$ cat src/rtl/merge_pkg.sv
package merge_pkg;

    // Controller state of the output offer
    typedef enum logic {
        ST_IDLE  = 1'b0,
        ST_OFFER = 1'b1
    } merge_state_t;

endpackage

$ cat src/rtl/src_queue.sv
module src_queue #(
    parameter int DATA_W = 8,
    parameter int DEPTH  = 4
) (
    input  logic              clk,
    input  logic              rst_n,
    input  logic              push,
    input  logic [DATA_W-1:0] din,
    input  logic              pop,
    output logic [DATA_W-1:0] dout,
    output logic              nonempty,
    output logic              not_full
);
    localparam int PTR_W = (DEPTH > 1) ? $clog2(DEPTH) : 1;
    localparam int CNT_W = $clog2(DEPTH + 1);

    logic [DATA_W-1:0] store [DEPTH];
    logic [PTR_W-1:0]  wr_ptr, rd_ptr;
    logic [CNT_W-1:0]  count;
    logic              do_push, do_pop;

    assign not_full = (count != CNT_W'(DEPTH));
    assign nonempty = (count != '0);
    assign do_push  = push && not_full;
    assign do_pop   = pop && nonempty;
    assign dout     = store[rd_ptr];

    function automatic logic [PTR_W-1:0] step(input logic [PTR_W-1:0] p);
        if (p == PTR_W'(DEPTH - 1)) begin
            return '0;
        end
        return p + 1'b1;
    endfunction

    always_ff @(posedge clk) begin
        if (!rst_n) begin
            wr_ptr <= '0;
            rd_ptr <= '0;
            count  <= '0;
        end else begin
            if (do_push) begin
                wr_ptr <= step(wr_ptr);
            end
            if (do_pop) begin
                rd_ptr <= step(rd_ptr);
            end
            unique case ({do_push, do_pop})
                2'b10:   count <= count + 1'b1;
                2'b01:   count <= count - 1'b1;
                default: count <= count;
            endcase
        end
    end

    always_ff @(posedge clk) begin
        if (do_push) begin
            store[wr_ptr] <= din;
        end
    end

    // The controller must never dequeue an empty queue
    assert_no_underflow_R6: assert property (@(posedge clk) disable iff (!rst_n)
        pop |-> nonempty);

    // A full queue stays full unless it is dequeued
    assert_no_overflow_R3: assert property (@(posedge clk) disable iff (!rst_n)
        (!not_full && !pop) |=> !not_full);

endmodule

$ cat src/rtl/rr_picker.sv
module rr_picker #(
    parameter int NUM_SRC = 4,
    parameter int IDX_W   = 2
) (
    input  logic [NUM_SRC-1:0] req,
    input  logic [IDX_W-1:0]   start,
    output logic               found,
    output logic [IDX_W-1:0]   idx
);
    localparam int SUM_W = IDX_W + 1;

    always_comb begin
        found = 1'b0;
        idx   = '0;
        for (int k = 0; k < NUM_SRC; k++) begin
            logic [SUM_W-1:0] cand;
            cand = SUM_W'(start) + SUM_W'(k);
            if (cand >= SUM_W'(NUM_SRC)) begin
                cand = cand - SUM_W'(NUM_SRC);
            end
            if (!found && req[cand[IDX_W-1:0]]) begin
                found = 1'b1;
                idx   = cand[IDX_W-1:0];
            end
        end
    end

endmodule

$ cat src/rtl/tagged_merge.sv
module tagged_merge
    import merge_pkg::*;
#(
    parameter  int NUM_SRC = 4,
    parameter  int DATA_W  = 8,
    parameter  int DEPTH   = 4,
    localparam int ID_W    = (NUM_SRC > 1) ? $clog2(NUM_SRC) : 1
) (
    input  logic                      clk,
    input  logic                      rst_n,
    input  logic [NUM_SRC-1:0]        snd_valid,
    input  logic [NUM_SRC*DATA_W-1:0] snd_data,
    output logic [NUM_SRC-1:0]        snd_ready,
    output logic                      out_valid,
    output logic [ID_W+DATA_W-1:0]    out_word,
    input  logic                      out_ack
);
    merge_state_t      state_q, state_d;
    logic [ID_W-1:0]   grant_q, grant_d;
    logic [ID_W-1:0]   ptr_q, ptr_d;
    logic [NUM_SRC-1:0] nonempty;
    logic [NUM_SRC-1:0] pop_vec;
    logic [DATA_W-1:0] head [NUM_SRC];
    logic              pick_found;
    logic [ID_W-1:0]   pick_idx;

    // One private queue per sender
    for (genvar i = 0; i < NUM_SRC; i++) begin : g_lane
        src_queue #(
            .DATA_W (DATA_W),
            .DEPTH  (DEPTH)
        ) u_queue (
            .clk      (clk),
            .rst_n    (rst_n),
            .push     (snd_valid[i]),
            .din      (snd_data[i*DATA_W +: DATA_W]),
            .pop      (pop_vec[i]),
            .dout     (head[i]),
            .nonempty (nonempty[i]),
            .not_full (snd_ready[i])
        );
    end

    rr_picker #(
        .NUM_SRC (NUM_SRC),
        .IDX_W   (ID_W)
    ) u_pick (
        .req   (nonempty),
        .start (ptr_q),
        .found (pick_found),
        .idx   (pick_idx)
    );

    // State register
    always_ff @(posedge clk) begin
        if (!rst_n) begin
            state_q <= ST_IDLE;
            grant_q <= '0;
            ptr_q   <= '0;
        end else begin
            state_q <= state_d;
            grant_q <= grant_d;
            ptr_q   <= ptr_d;
        end
    end

    // Transitions: wait, pick, hold, accept
    always_comb begin
        state_d = state_q;
        grant_d = grant_q;
        ptr_d   = ptr_q;
        unique case (state_q)
            ST_IDLE: begin
                if (pick_found) begin
                    state_d = ST_OFFER;
                    grant_d = pick_idx;
                end
            end
            ST_OFFER: begin
                if (out_ack) begin
                    state_d = ST_IDLE;
                    if (grant_q == ID_W'(NUM_SRC - 1)) begin
                        ptr_d = '0;
                    end else begin
                        ptr_d = grant_q + 1'b1;
                    end
                end
            end
            default: state_d = ST_IDLE;
        endcase
    end

    // Outputs
    always_comb begin
        out_valid = (state_q == ST_OFFER);
        out_word  = {grant_q, head[grant_q]};
        for (int i = 0; i < NUM_SRC; i++) begin
            pop_vec[i] = out_valid && out_ack && (grant_q == ID_W'(i));
        end
    end

    assert_offer_stable_R5: assert property (@(posedge clk) disable iff (!rst_n)
        (out_valid && !out_ack) |=> (out_valid && $stable(out_word)));

    assert_gap_after_ack_R9: assert property (@(posedge clk) disable iff (!rst_n)
        (out_valid && out_ack) |=> !out_valid);

    assert_offer_from_nonempty_R4: assert property (@(posedge clk) disable iff (!rst_n)
        out_valid |-> nonempty[grant_q]);

    assert_single_pop_R6: assert property (@(posedge clk) disable iff (!rst_n)
        $onehot0(pop_vec));

endmodule

$ cat config.mk
export PLATFORM = sky130hd
export DESIGN_NAME = tagged_merge
export DESIGN_NICKNAME = d
export VERILOG_FILES = /design/src/rtl/merge_pkg.sv /design/src/rtl/src_queue.sv /design/src/rtl/rr_picker.sv /design/src/rtl/tagged_merge.sv
export SDC_FILE = /design/constraint.sdc
export NUM_CORES = 1
export LEC_CHECK = 0
export ABC_AREA = 1
export BUFFER_PORTS_ARGS = -buffer_cell sky130_fd_sc_hd__buf_2
export CAP_MARGIN = 25
export CORE_MARGIN = 10
export CORE_UTILIZATION = 60
export DETAILED_ROUTE_END_ITERATION = 10
export GPL_TIMING_DRIVEN = 1
export MAX_ROUTING_LAYER = met4
export PLACE_DENSITY = 0.79
export SLEW_MARGIN = 20
export SYNTH_ARGS = -nofsm -noshare
export SYNTH_HDL_FRONTEND = slang
export SYNTH_SLANG_ARGS = --single-unit
$ cat constraint.sdc
create_clock -name clk -period 3.35 [get_ports clk]
set_clock_uncertainty 0.05 [all_clocks]
set_input_delay 0.67 -clock clk [delete_from_list [all_inputs] [get_ports clk]]
set_output_delay 0.67 -clock clk [all_outputs]
set_load 0.01 [all_outputs]
==> results.tsv <==
metric	value	unit
status	finished, final reports clean	
largest net degree at the start of global routing	29	
Peak VDD IR	0.348	mV
Clock Path Buffers	2	
CP most frequent cell	o21ai_0	
WP depth	7	
startpoint types	register	
initial drt markers	455	
Total GRT Usage	19.1	%
CTS root buf	clkbuf_16	
max-cap violations	0	
worst reg2reg endpoint	g_lane[1].u_queue.count[2]	
Setup TNS	0	ns
clk slew on worst S/H paths	0.06	ns
Worst R2R Path Depth	11	
post-synthesis cell type count	32	
Data required, critical path	2.63	ns
Async SR Flop Fraction	0	%
worst setup margin	0.439	ns
Final Power	4.92	mW
post-place instance area	7680	µm²
Routed WL per cell	17.5	µm
detailed-route wire length	15100	µm
post-synthesis register bit count	169	
post-synth top area share	52.6	%
EDFF count, synth	128	
largest stage delay on the critical path	0.37	ns
top-count cell post-synth	edfxtp_1	
Slew HR	40.4	%
clock sinks	169	
synthesized net count	718	
Starting Density	61.1	%
worst reg2reg startpoint	grant_q[1]	
TritonCTS buffer count	17	
die footprint	17000	µm²
vias after detailed routing	4987	
Worst Tran Pin Value	0.891	ns
detailed placement HPWL	10300	µm
synthesis warning total	0	
post-CTS setup buffer count	0	
CP Max Fanout	17	
top post-synthesis cells by count	128 x edfxtp_1, 109 x o21ai_0, 87 x nor2_1	
CTS tree	yes	
fmax	343	MHz
Seq/Total Area, Yosys	63.8	%
FF-to-FF setup slack	0.74	ns
critical-path cell list	buf_4 > inv_1 > o21ai_0 > o22ai_1 > o211ai_1 > o21ai_0 > buf_2	
Gate Count Post-Synth	647	
CP endpoint kind	output pin	
Fin Hold WS	0.400	ns
CP Buf/Inv Count	3	
Crit path arrival time	2.19	ns
worst hold start	snd_data[11]	
Post-Place Worst Slack	0.710	ns
layout cell share with drive strength beyond 1	14.7	%
minimum clock period	2.91	ns
pins over their slew limit	0	
area of the multi-input gates	2260	µm²
final count of hold timing violations	0	
Synth area leader	edfxtp_1	
Clock Latency Late Sink	0.43	ns
Synth Cell Area	7310	µm²
Core Region	12000	µm²
Top Usage Layer GRT	met2	
hold_buf cts	0	
critical path's top delay family	buffers and inverters	
IO Pins	54	
flip-flop and latch area	4660	µm²
WS Path Type	reg2out	
GRT Residual Overflow	0	
Leak	3.12	nW
top post-synthesis cells by area	edfxtp_1 53%, dfxtp_1 11%, o21ai_0 7.5%, ha_1 4.8%, nor2_1 4.5%	
initial antenna violation count	0	
hold crit path type	in2reg	
vias in the first global route	5018	
GRT met2 Usage	31.4	%
final antenna-violating net count	0	
Syn Area/Cell	11.3	µm²
Die Span Y	130	µm
Slowest-stage cell, CP	inv_1	
met1 global-route usage	21.5	%
Top FF cell, synth	edfxtp_1	
unrepaired setup endpoints after global routing	false	
crit share post-route	86.9	%
fillers	849	
Design Area, Final	8200	µm²
routability cong.	0.891	
antenna diode count	0	
port bufs	53	
count of final setup violators	0	
crit path capture	out_word[2]	
FP Rows	40	
power per standard cell area	601	nW/µm²
Nets	773	
met3 Track Usage GR	4.87	%
die width	130	µm
CTS resizes	0	
post-route DRC violation count	0	
H-tree depth	4	
first-pass GRT wire length	24200	µm
drt pass-1 iters	5	
via/cell ratio	5.79	
Layout area overhead	12.2	%
power by group:
part	internal, mW	total (mW)	switching [mW]	leakage, nW
Sequential	2.38	2.45	0.0757	1.51
Clock	0.975	1.73	0.752	0.244
Combinational	0.248	0.744	0.495	1.36
Total	3.60	4.92	1.32	3.12
layer usage:
layer	wire length, µm	share of wire, %
met1	6240	41
met2	7550	50
met3	795	5.3
met4	476	3.2
met5	0	0
state kept, by name, indices dropped and copies added, names as in the netlist, named ones only:
| register | cells |
|---|---|
| g_lane.u_queue.rd_ptr | 8 |
| out_valid | 1 |
| g_lane.u_queue.count | 12 |
| g_lane.u_queue.wr_ptr | 8 |
| g_lane.u_queue.store | 128 |
| ptr_q | 2 |
| grant_q | 2 |
kinds of logic (layout without fill, tap and decap cells):
group / after synthesis / count (layout) / share of synthesized area (%)
compound gates: 186 / 186 / 14.2
flops: 169 / 169 / 63.8
simple gates: 159 / 159 / 9.67
buf+inv: 93 / 161 / 5.31
fa+ha+maj: 32 / 32 / 5.89
mux: 8 / 8 / 1.10
cell type report:
type / instances / area share (%)
sequential: 169 / 56.9
timing repair buffer: 58 / 3.69
tap: 147 / 2.24
multi-input combinational: 385 / 27.5
clock buffer: 23 / 5.71
inverter: 71 / 3.31
clock inverter: 9 / 0.641
worst min path at each step:
| stage | end | slack [ns] | depth (start not counted) |
|---|---|---|---|
| 2_1_floorplan | g_lane[2].u_queue.count[0] | 0.40 | 1 |
| 3_3_place_gp | g_lane[2].u_queue.count[0] | 0.42 | 1 |
| 3_5_place_dp | g_lane[2].u_queue.count[0] | 0.43 | 1 |
| 4_1_cts | g_lane[0].u_queue.store[1][3] | 0.39 | 1 |
| 5_1_grt | g_lane[2].u_queue.store[3][1] | 0.40 | 1 |
| 6_report | g_lane[1].u_queue.store[2][3] | 0.40 | 1 |
per-stage QoR:
step | util, % | cells
6_report | 68.5 | 862
5_1_grt | 68.5 | 862
4_1_cts | 68.5 | 862
3_5_place_dp | 64.2 | 830
3_3_place_gp | 64.2 | 830
2_1_floorplan | - | 647
layout by cell type (no fill, tap or decap), types with 3 or more instances in the layout:
cell / synthesis / final
nand3_1: 18 / 18
clkinv_1: 2 / 4
nor2_4: 3 / 3
fa_1: 4 / 4
ha_1: 28 / 28
dfxtp_1: 41 / 41
o221ai_1: 8 / 8
nand2_2: 3 / 3
nand3_2: 4 / 4
nand2_1: 35 / 35
inv_1: 66 / 66
a211oi_1: 4 / 4
edfxtp_1: 128 / 128
clkbuf_1: 8 / 4
clkinvlp_4: 0 / 4
buf_4: 4 / 5
buf_2: 9 / 53
o211a_1: 4 / 4
mux2i_1: 8 / 8
o22ai_1: 16 / 16
nor2_2: 4 / 4
o21ai_0: 109 / 109
o211ai_1: 8 / 8
clkbuf_16: 0 / 17
clkinv_2: 0 / 3
nor2_1: 87 / 87
a21oi_1: 35 / 35
(Power assumes the default switching activity.)
